--- src/rtl/dcoc_pkg.sv ---
package dcoc_pkg;

  // Operating mode seen by the estimator in a given cycle
  typedef enum logic [1:0] {
    MODE_BYPASS = 2'd0,
    MODE_TRACK  = 2'd1,
    MODE_FREEZE = 2'd2,
    MODE_IDLE   = 2'd3
  } dcoc_mode_e;

  // Map a time-constant code onto the code actually used; codes above
  // the last legal one fall back to the longest time constant.
  function automatic logic [3:0] legal_code(input logic [3:0] code,
                                            input logic [3:0] max_code);
    return (code > max_code) ? max_code : code;
  endfunction

  // Mode selection from the control inputs
  function automatic dcoc_mode_e pick_mode(input logic en,
                                           input logic hold,
                                           input logic valid);
    if (!en)        return MODE_BYPASS;
    else if (hold)  return MODE_FREEZE;
    else if (!valid) return MODE_IDLE;
    else            return MODE_TRACK;
  endfunction

endpackage

--- src/rtl/dcoc_tc_decode.sv ---
module dcoc_tc_decode #(
  parameter int BASE_SHIFT = 18,
  parameter int MAX_CODE   = 11,
  parameter int SW         = 6
) (
  input  logic [3:0]    tc_code,
  output logic [SW-1:0] shift_amt,
  output logic          reserved_hit
);
  import dcoc_pkg::*;

  localparam logic [3:0] MAX_C = 4'(MAX_CODE);

  logic [3:0] used_code;

  always_comb begin
    used_code    = legal_code(tc_code, MAX_C);
    reserved_hit = (tc_code > MAX_C);
    shift_amt    = SW'(BASE_SHIFT) + SW'(used_code);
  end

endmodule

--- src/rtl/dcoc_estimator.sv ---
module dcoc_estimator #(
  parameter int DW   = 14,
  parameter int FRAC = 30,
  parameter int AW   = DW + FRAC + 2,
  parameter int SW   = 6
) (
  input  logic                 clk,
  input  logic                 rst_n,
  input  logic                 clear,
  input  logic                 step,
  input  logic signed [DW-1:0] sample,
  input  logic [SW-1:0]        shift_amt,
  output logic signed [AW-1:0] acc
);

  localparam int EXT = AW - DW - FRAC;

  logic signed [AW-1:0] sample_scaled;
  logic signed [AW-1:0] err;
  logic signed [AW-1:0] delta;

  always_comb begin
    sample_scaled = {{EXT{sample[DW-1]}}, sample, {FRAC{1'b0}}};
    err           = sample_scaled - acc;
    delta         = err >>> shift_amt;
  end

  always_ff @(posedge clk or negedge rst_n) begin
    if (!rst_n) begin
      acc <= '0;
    end else if (clear) begin
      acc <= '0;
    end else if (step) begin
      acc <= acc + delta;
    end
  end

endmodule

--- src/rtl/dcoc_round_clamp.sv ---
module dcoc_round_clamp #(
  parameter int DW    = 14,
  parameter int FRAC  = 30,
  parameter int AW    = DW + FRAC + 2,
  parameter int LIMIT = 82
) (
  input  logic signed [AW-1:0] acc,
  output logic signed [DW-1:0] est,
  output logic                 clamp_hi,
  output logic                 clamp_lo
);

  localparam logic signed [AW-1:0] HALF  = AW'(1) <<< (FRAC - 1);
  localparam logic signed [AW-1:0] LIM_P = AW'(LIMIT);
  localparam logic signed [AW-1:0] LIM_N = -AW'(LIMIT);

  logic signed [AW-1:0] biased;
  logic signed [AW-1:0] whole;

  always_comb begin
    biased   = acc + HALF;
    whole    = biased >>> FRAC;
    clamp_hi = (whole > LIM_P);
    clamp_lo = (whole < LIM_N);
    if (clamp_hi)      est = LIM_P[DW-1:0];
    else if (clamp_lo) est = LIM_N[DW-1:0];
    else               est = whole[DW-1:0];
  end

endmodule

--- src/rtl/dcoc_apply.sv ---
module dcoc_apply #(
  parameter int DW = 14
) (
  input  logic                 clk,
  input  logic                 rst_n,
  input  logic                 in_valid,
  input  logic                 bypass,
  input  logic signed [DW-1:0] sample,
  input  logic signed [DW-1:0] est,
  output logic                 out_valid,
  output logic signed [DW-1:0] out_sample,
  output logic                 sat_hit
);

  localparam logic signed [DW:0] MAXV = DW'({1'b0, {(DW-1){1'b1}}});
  localparam logic signed [DW:0] MINV = -(DW+1)'(1) <<< (DW - 1);

  logic signed [DW:0]   wide_diff;
  logic signed [DW-1:0] corrected;

  function automatic logic signed [DW-1:0] sat_narrow(input logic signed [DW:0] v);
    if (v > MAXV)      return MAXV[DW-1:0];
    else if (v < MINV) return MINV[DW-1:0];
    else               return v[DW-1:0];
  endfunction

  always_comb begin
    wide_diff = {sample[DW-1], sample} - {est[DW-1], est};
    corrected = sat_narrow(wide_diff);
    sat_hit   = (wide_diff > MAXV) || (wide_diff < MINV);
  end

  always_ff @(posedge clk or negedge rst_n) begin
    if (!rst_n) begin
      out_valid  <= 1'b0;
      out_sample <= '0;
    end else begin
      out_valid <= in_valid;
      if (in_valid) begin
        out_sample <= bypass ? sample : corrected;
      end
    end
  end

endmodule

--- src/rtl/dc_offset_canceller.sv ---
module dc_offset_canceller #(
  parameter int DW         = 14,
  parameter int FRAC       = 30,
  parameter int BASE_SHIFT = 18,
  parameter int MAX_CODE   = 11,
  parameter int LIMIT      = 82
) (
  input  logic                 clk,
  input  logic                 rst_n,
  input  logic                 in_valid,
  input  logic signed [DW-1:0] in_sample,
  input  logic                 corr_en,
  input  logic [3:0]           tc_code,
  input  logic                 hold_est,
  output logic                 out_valid,
  output logic signed [DW-1:0] out_sample,
  output logic signed [DW-1:0] offset_est
);
  import dcoc_pkg::*;

  localparam int AW = DW + FRAC + 2;
  localparam int SW = 6;

  // Named internal events, visible to the checker
  dcoc_mode_e           mode;
  logic                 upd_fire;
  logic                 est_clear;
  logic                 reserved_code;
  logic                 clamp_hi;
  logic                 clamp_lo;
  logic                 sat_hit;
  logic [SW-1:0]        shift_amt;
  logic signed [AW-1:0] acc;

  always_comb begin
    mode      = pick_mode(corr_en, hold_est, in_valid);
    upd_fire  = (mode == MODE_TRACK);
    est_clear = (mode == MODE_BYPASS);
  end

  dcoc_tc_decode #(
    .BASE_SHIFT(BASE_SHIFT),
    .MAX_CODE  (MAX_CODE),
    .SW        (SW)
  ) u_decode (
    .tc_code     (tc_code),
    .shift_amt   (shift_amt),
    .reserved_hit(reserved_code)
  );

  dcoc_estimator #(
    .DW  (DW),
    .FRAC(FRAC),
    .AW  (AW),
    .SW  (SW)
  ) u_est (
    .clk      (clk),
    .rst_n    (rst_n),
    .clear    (est_clear),
    .step     (upd_fire),
    .sample   (in_sample),
    .shift_amt(shift_amt),
    .acc      (acc)
  );

  dcoc_round_clamp #(
    .DW   (DW),
    .FRAC (FRAC),
    .AW   (AW),
    .LIMIT(LIMIT)
  ) u_round (
    .acc     (acc),
    .est     (offset_est),
    .clamp_hi(clamp_hi),
    .clamp_lo(clamp_lo)
  );

  dcoc_apply #(
    .DW(DW)
  ) u_apply (
    .clk       (clk),
    .rst_n     (rst_n),
    .in_valid  (in_valid),
    .bypass    (!corr_en),
    .sample    (in_sample),
    .est       (offset_est),
    .out_valid (out_valid),
    .out_sample(out_sample),
    .sat_hit   (sat_hit)
  );

endmodule

--- config.mk ---
export PLATFORM = sky130hd
export DESIGN_NAME = dc_offset_canceller
export DESIGN_NICKNAME = d
export VERILOG_FILES = /design/src/rtl/dcoc_pkg.sv /design/src/rtl/dcoc_tc_decode.sv /design/src/rtl/dcoc_estimator.sv /design/src/rtl/dcoc_round_clamp.sv /design/src/rtl/dcoc_apply.sv /design/src/rtl/dc_offset_canceller.sv
export SDC_FILE = /design/constraint.sdc
export NUM_CORES = 1
export LEC_CHECK = 0
export BUFFER_PORTS_ARGS = -buffer_cell sky130_fd_sc_hd__buf_2
export CAP_MARGIN = 20
export CORE_MARGIN = 8
export CORE_UTILIZATION = 60
export DETAILED_ROUTE_END_ITERATION = 10
export PLACE_DENSITY_LB_ADDON = 0.1
export SETUP_SLACK_MARGIN = 0.3
export SLEW_MARGIN = 20
export SYNTH_ARGS = -nofsm -noshare
export SYNTH_HDL_FRONTEND = slang
export SYNTH_SLANG_ARGS = --single-unit
--- constraint.sdc ---
create_clock -name clk -period 14.35 [get_ports clk]
set_input_delay 2.87 -clock clk [delete_from_list [all_inputs] [get_ports clk]]
set_output_delay 2.87 -clock clk [all_outputs]
set_load 0.01 [all_outputs]
==> flow_summary.json <==
{
  "finalCriticalPeriod_ns": 9.65,
  "antenna_left": 0,
  "r2r_cells": 19,
  "crit_path_start_kind": "input pin",
  "hold_path.class": "flop to flop",
  "crit_type": "input pin to flop",
  "place_congestion": 0.987,
  "ys_ff_latch": 61,
  "setup_tns_ns": 0,
  "antenna_found_initial": 0,
  "root_buffer": "clkbuf_16",
  "fin_nets": 1439,
  "io_buffers": 51,
  "diodes": 0,
  "grt.overflow.total": 0,
  "min_path_cells": 1,
  "via_count": 10400,
  "synth_edf_count": 0,
  "setup_violations": 0,
  "synth_mux_area_frac": 0.0304,
  "drc_errors": 0,
  "synth_flop_cell": "dfrtp_1",
  "vias_per_cell": 6.66,
  "ys.warnings.count": 0,
  "drt_pass1_iterations": 5,
  "drt_iter0_markers": 1059,
  "synthAdderAreaFrac": 0.107,
  "htreeDepth": 3,
  "finalCritPeriodShare": 0.673,
  "worstSkewPairLatency_ns": 0.35,
  "holdBufCountCts": 0,
  "clock_tree.buffer_depth": 2,
  "grt_usage": 0.293,
  "fin_skew_ns": 0.00773,
  "area_growth_pct": 6.45,
  "synth_fp_nets": 1446,
  "synth_compound_area_frac": 0.338,
  "initial_utilization": 0.609,
  "cts_sinks": 61,
  "synthCells": 1342,
  "fin_hold_ws_ns": 0.520,
  "slowest_delay_ns": 1.16,
  "drv_cap": 0,
  "synth_top_family_by_area": "compound AO/OA/AOI/OAI gates",
  "arrival_ns": 9.89,
  "relSlewSlack": 0.325,
  "grt_max_degree": 62,
  "ys_seq_area_frac": 0.158,
  "outcome": "complete, no violations",
  "drive_above_1_share": 0.0896,
  "cp.required_ns": 14.59,
  "worstMarginPinSlew_ns": 1.01,
  "synth_xor_area_frac": 0.0689,
  "rsz0062_at_grt": "no",
  "avgSynthCellArea_sq_um": 7.19,
  "synth_cell_type_count": 89,
  "crit_slowest_cell": "ha_1",
  "timing.fmax_mhz": 104,
  "io_pins": 52,
  "core_area_sq_um": 15800,
  "cts_tree": "built",
  "path_clk_slew_ns": 0.06,
  "finalHoldViolCount": 0,
  "place_hpwl_microns": 22700,
  "synthArstFlopShare": 1.00,
  "worst_setup_path_end_kind": "flop",
  "synth-simple-area-share": 0.230,
  "die_h_microns": 143,
  "slew_violations": 0,
  "die-area_sq_um": 20400,
  "postCtsSetupBuffers": 0,
  "path_cells": "buf_2 -> a21oi_2 -> buf_4 -> clkinv_1 -> ha_1 -> clkinv_1 -> mux2_2 -> a221oi_1 -> ha_1 -> a211oi_1 -> o21bai_1 -> a211oi_1 -> a311o_1 -> a21oi_1 -> o21ai_1 -> a21oi_1 -> or3_1 -> a32o_1",
  "avgRoutedWirePerCell_microns": 19.2,
  "crit_fanout": 34,
  "routed_wirelength_microns": 29800,
  "cts-resized-gates": 0,
  "synth_area_sq_um": 9650,
  "row_count": 46,
  "cts_buffers": 9,
  "grt_pass1_vias": 9335,
  "grt_pass1_wl_microns": 48400,
  "die-width_microns": 143
}
-- placed cells by master, fill, tap and decap left out, types with 37 or more instances in the layout --
cell type | synthesis | layout
ha_1 | 79 | 79
a21o_1 | 37 | 37
dfrtp_1 | 61 | 61
inv_1 | 84 | 84
xnor2_1 | 49 | 49
o21ai_0 | 106 | 106
nand3_1 | 41 | 41
nand2_1 | 133 | 133
nor2_1 | 107 | 107
a21oi_1 | 113 | 111
buf_2 | 11 | 51
-- worst max-delay path: cells and delay by family --
kind / cells / cell delay (ns)
mux: 1 / 0.50
compound gates: 10 / 2.80
fa+ha+maj: 2 / 1.49
buf+inv: 4 / 1.86
simple gates: 1 / 0.35
-- metal layers --
metal	GRT usage	vias up	share of wire	wire length [microns]
met1	0.409	4877	0.46	13700
li1	-	5013	-	-
met3	0.0518	50	0.081	2400
met2	0.451	411	0.44	13200
met4	0.0878	0	0.017	509
met5	0	-	0	0
-- final cells by class --
| class | count | area [sq um] |
|---|---|---|
| repair buffers | 61 | 330 |
| well taps | 216 | 270 |
| inverters | 87 | 327 |
| flip-flops and latches | 61 | 1530 |
| fillers | 1466 | 5560 |
| clock buffers | 11 | 243 |
| clock inverters | 4 | 72.6 |
| multi-input cells | 1115 | 7500 |
-- cell usage after synthesis, types with 6 or more instances --
library cell  instances  share of area
o31ai_1               9         0.0070
or3_1                14         0.0091
a31oi_1              25          0.016
dfrtp_1              61           0.16
xor2_1               25          0.023
buf_2                11         0.0057
nor4_1               13         0.0084
inv_1                84          0.033
mux2i_1              18          0.019
mux2_2                6         0.0070
o221ai_1              8         0.0073
a211oi_1             28          0.022
a221oi_1             14          0.013
a21o_1               37          0.029
nand2_1             133          0.052
a22o_1                8         0.0073
o21a_1               15          0.012
o211ai_1             20          0.016
a21oi_1             113          0.059
ha_1                 79           0.10
a311oi_1             11          0.010
clkbuf_1             60          0.023
o22ai_1              10         0.0065
nand3_1              41          0.021
nor2b_1              10         0.0065
o21ai_0             106          0.055
nor2_1              107          0.042
nor3_1               33          0.017
xnor2_1              49          0.044
nand2b_1              9         0.0058
and3_1               21          0.014
o21bai_1              7         0.0054
and4_1                9         0.0082
and2_1               11         0.0071
nand4_1              10         0.0065
a31o_2                6         0.0054
-- cell families after synthesis --
| group | Yosys count |
|---|---|
| AO/OA/AOI/OAI | 488 |
| XOR/XNOR | 75 |
| adder cells (fa/ha/maj) | 81 |
| buffers and inverters | 166 |
| flip-flops | 61 |
| multiplexers | 26 |
| AND/OR/NAND/NOR | 445 |
-- sequential cells by signal, summed over array words and instances, names as in the netlist --
name,cells
u_est.acc,46
u_apply.out_sample,14
u_apply.out_valid,1
-- path summary, 6_finish.rpt --
kind                                                         start                                  to  slack [ns]
worst min register to register  u_apply.out_sample[13]$_DFFE_PN0P_  u_apply.out_sample[13]$_DFFE_PN0P_        0.52
max in group asynchronous                                    rst_n            u_est.acc[7]$_DFFE_PN0P_       11.08
min in group asynchronous                                    rst_n           u_est.acc[38]$_DFFE_PN0P_        2.70
worst min-delay path            u_apply.out_sample[13]$_DFFE_PN0P_  u_apply.out_sample[13]$_DFFE_PN0P_        0.52
worst max register to register           u_est.acc[29]$_DFFE_PN0P_   u_apply.out_sample[4]$_DFFE_PN0P_        6.91
worst max-delay path                                    tc_code[2]           u_est.acc[43]$_DFFE_PN0P_        4.70
-- through the flow --
step,instances,util,worst slack [ns],cell area [sq um]
after floorplan,1342,-,6.34,9650
after global placement,1540,0.628,4.56,9950
after detailed placement,1540,0.628,4.48,9950
after CTS,1555,0.648,4.84,10300
after global routing,1555,0.649,4.13,10300
final,1555,0.649,4.70,10300
Power is left out: the tool's default activity adds up to more than one toggle a clock period on the data nets, which glitch-free logic cannot reach.
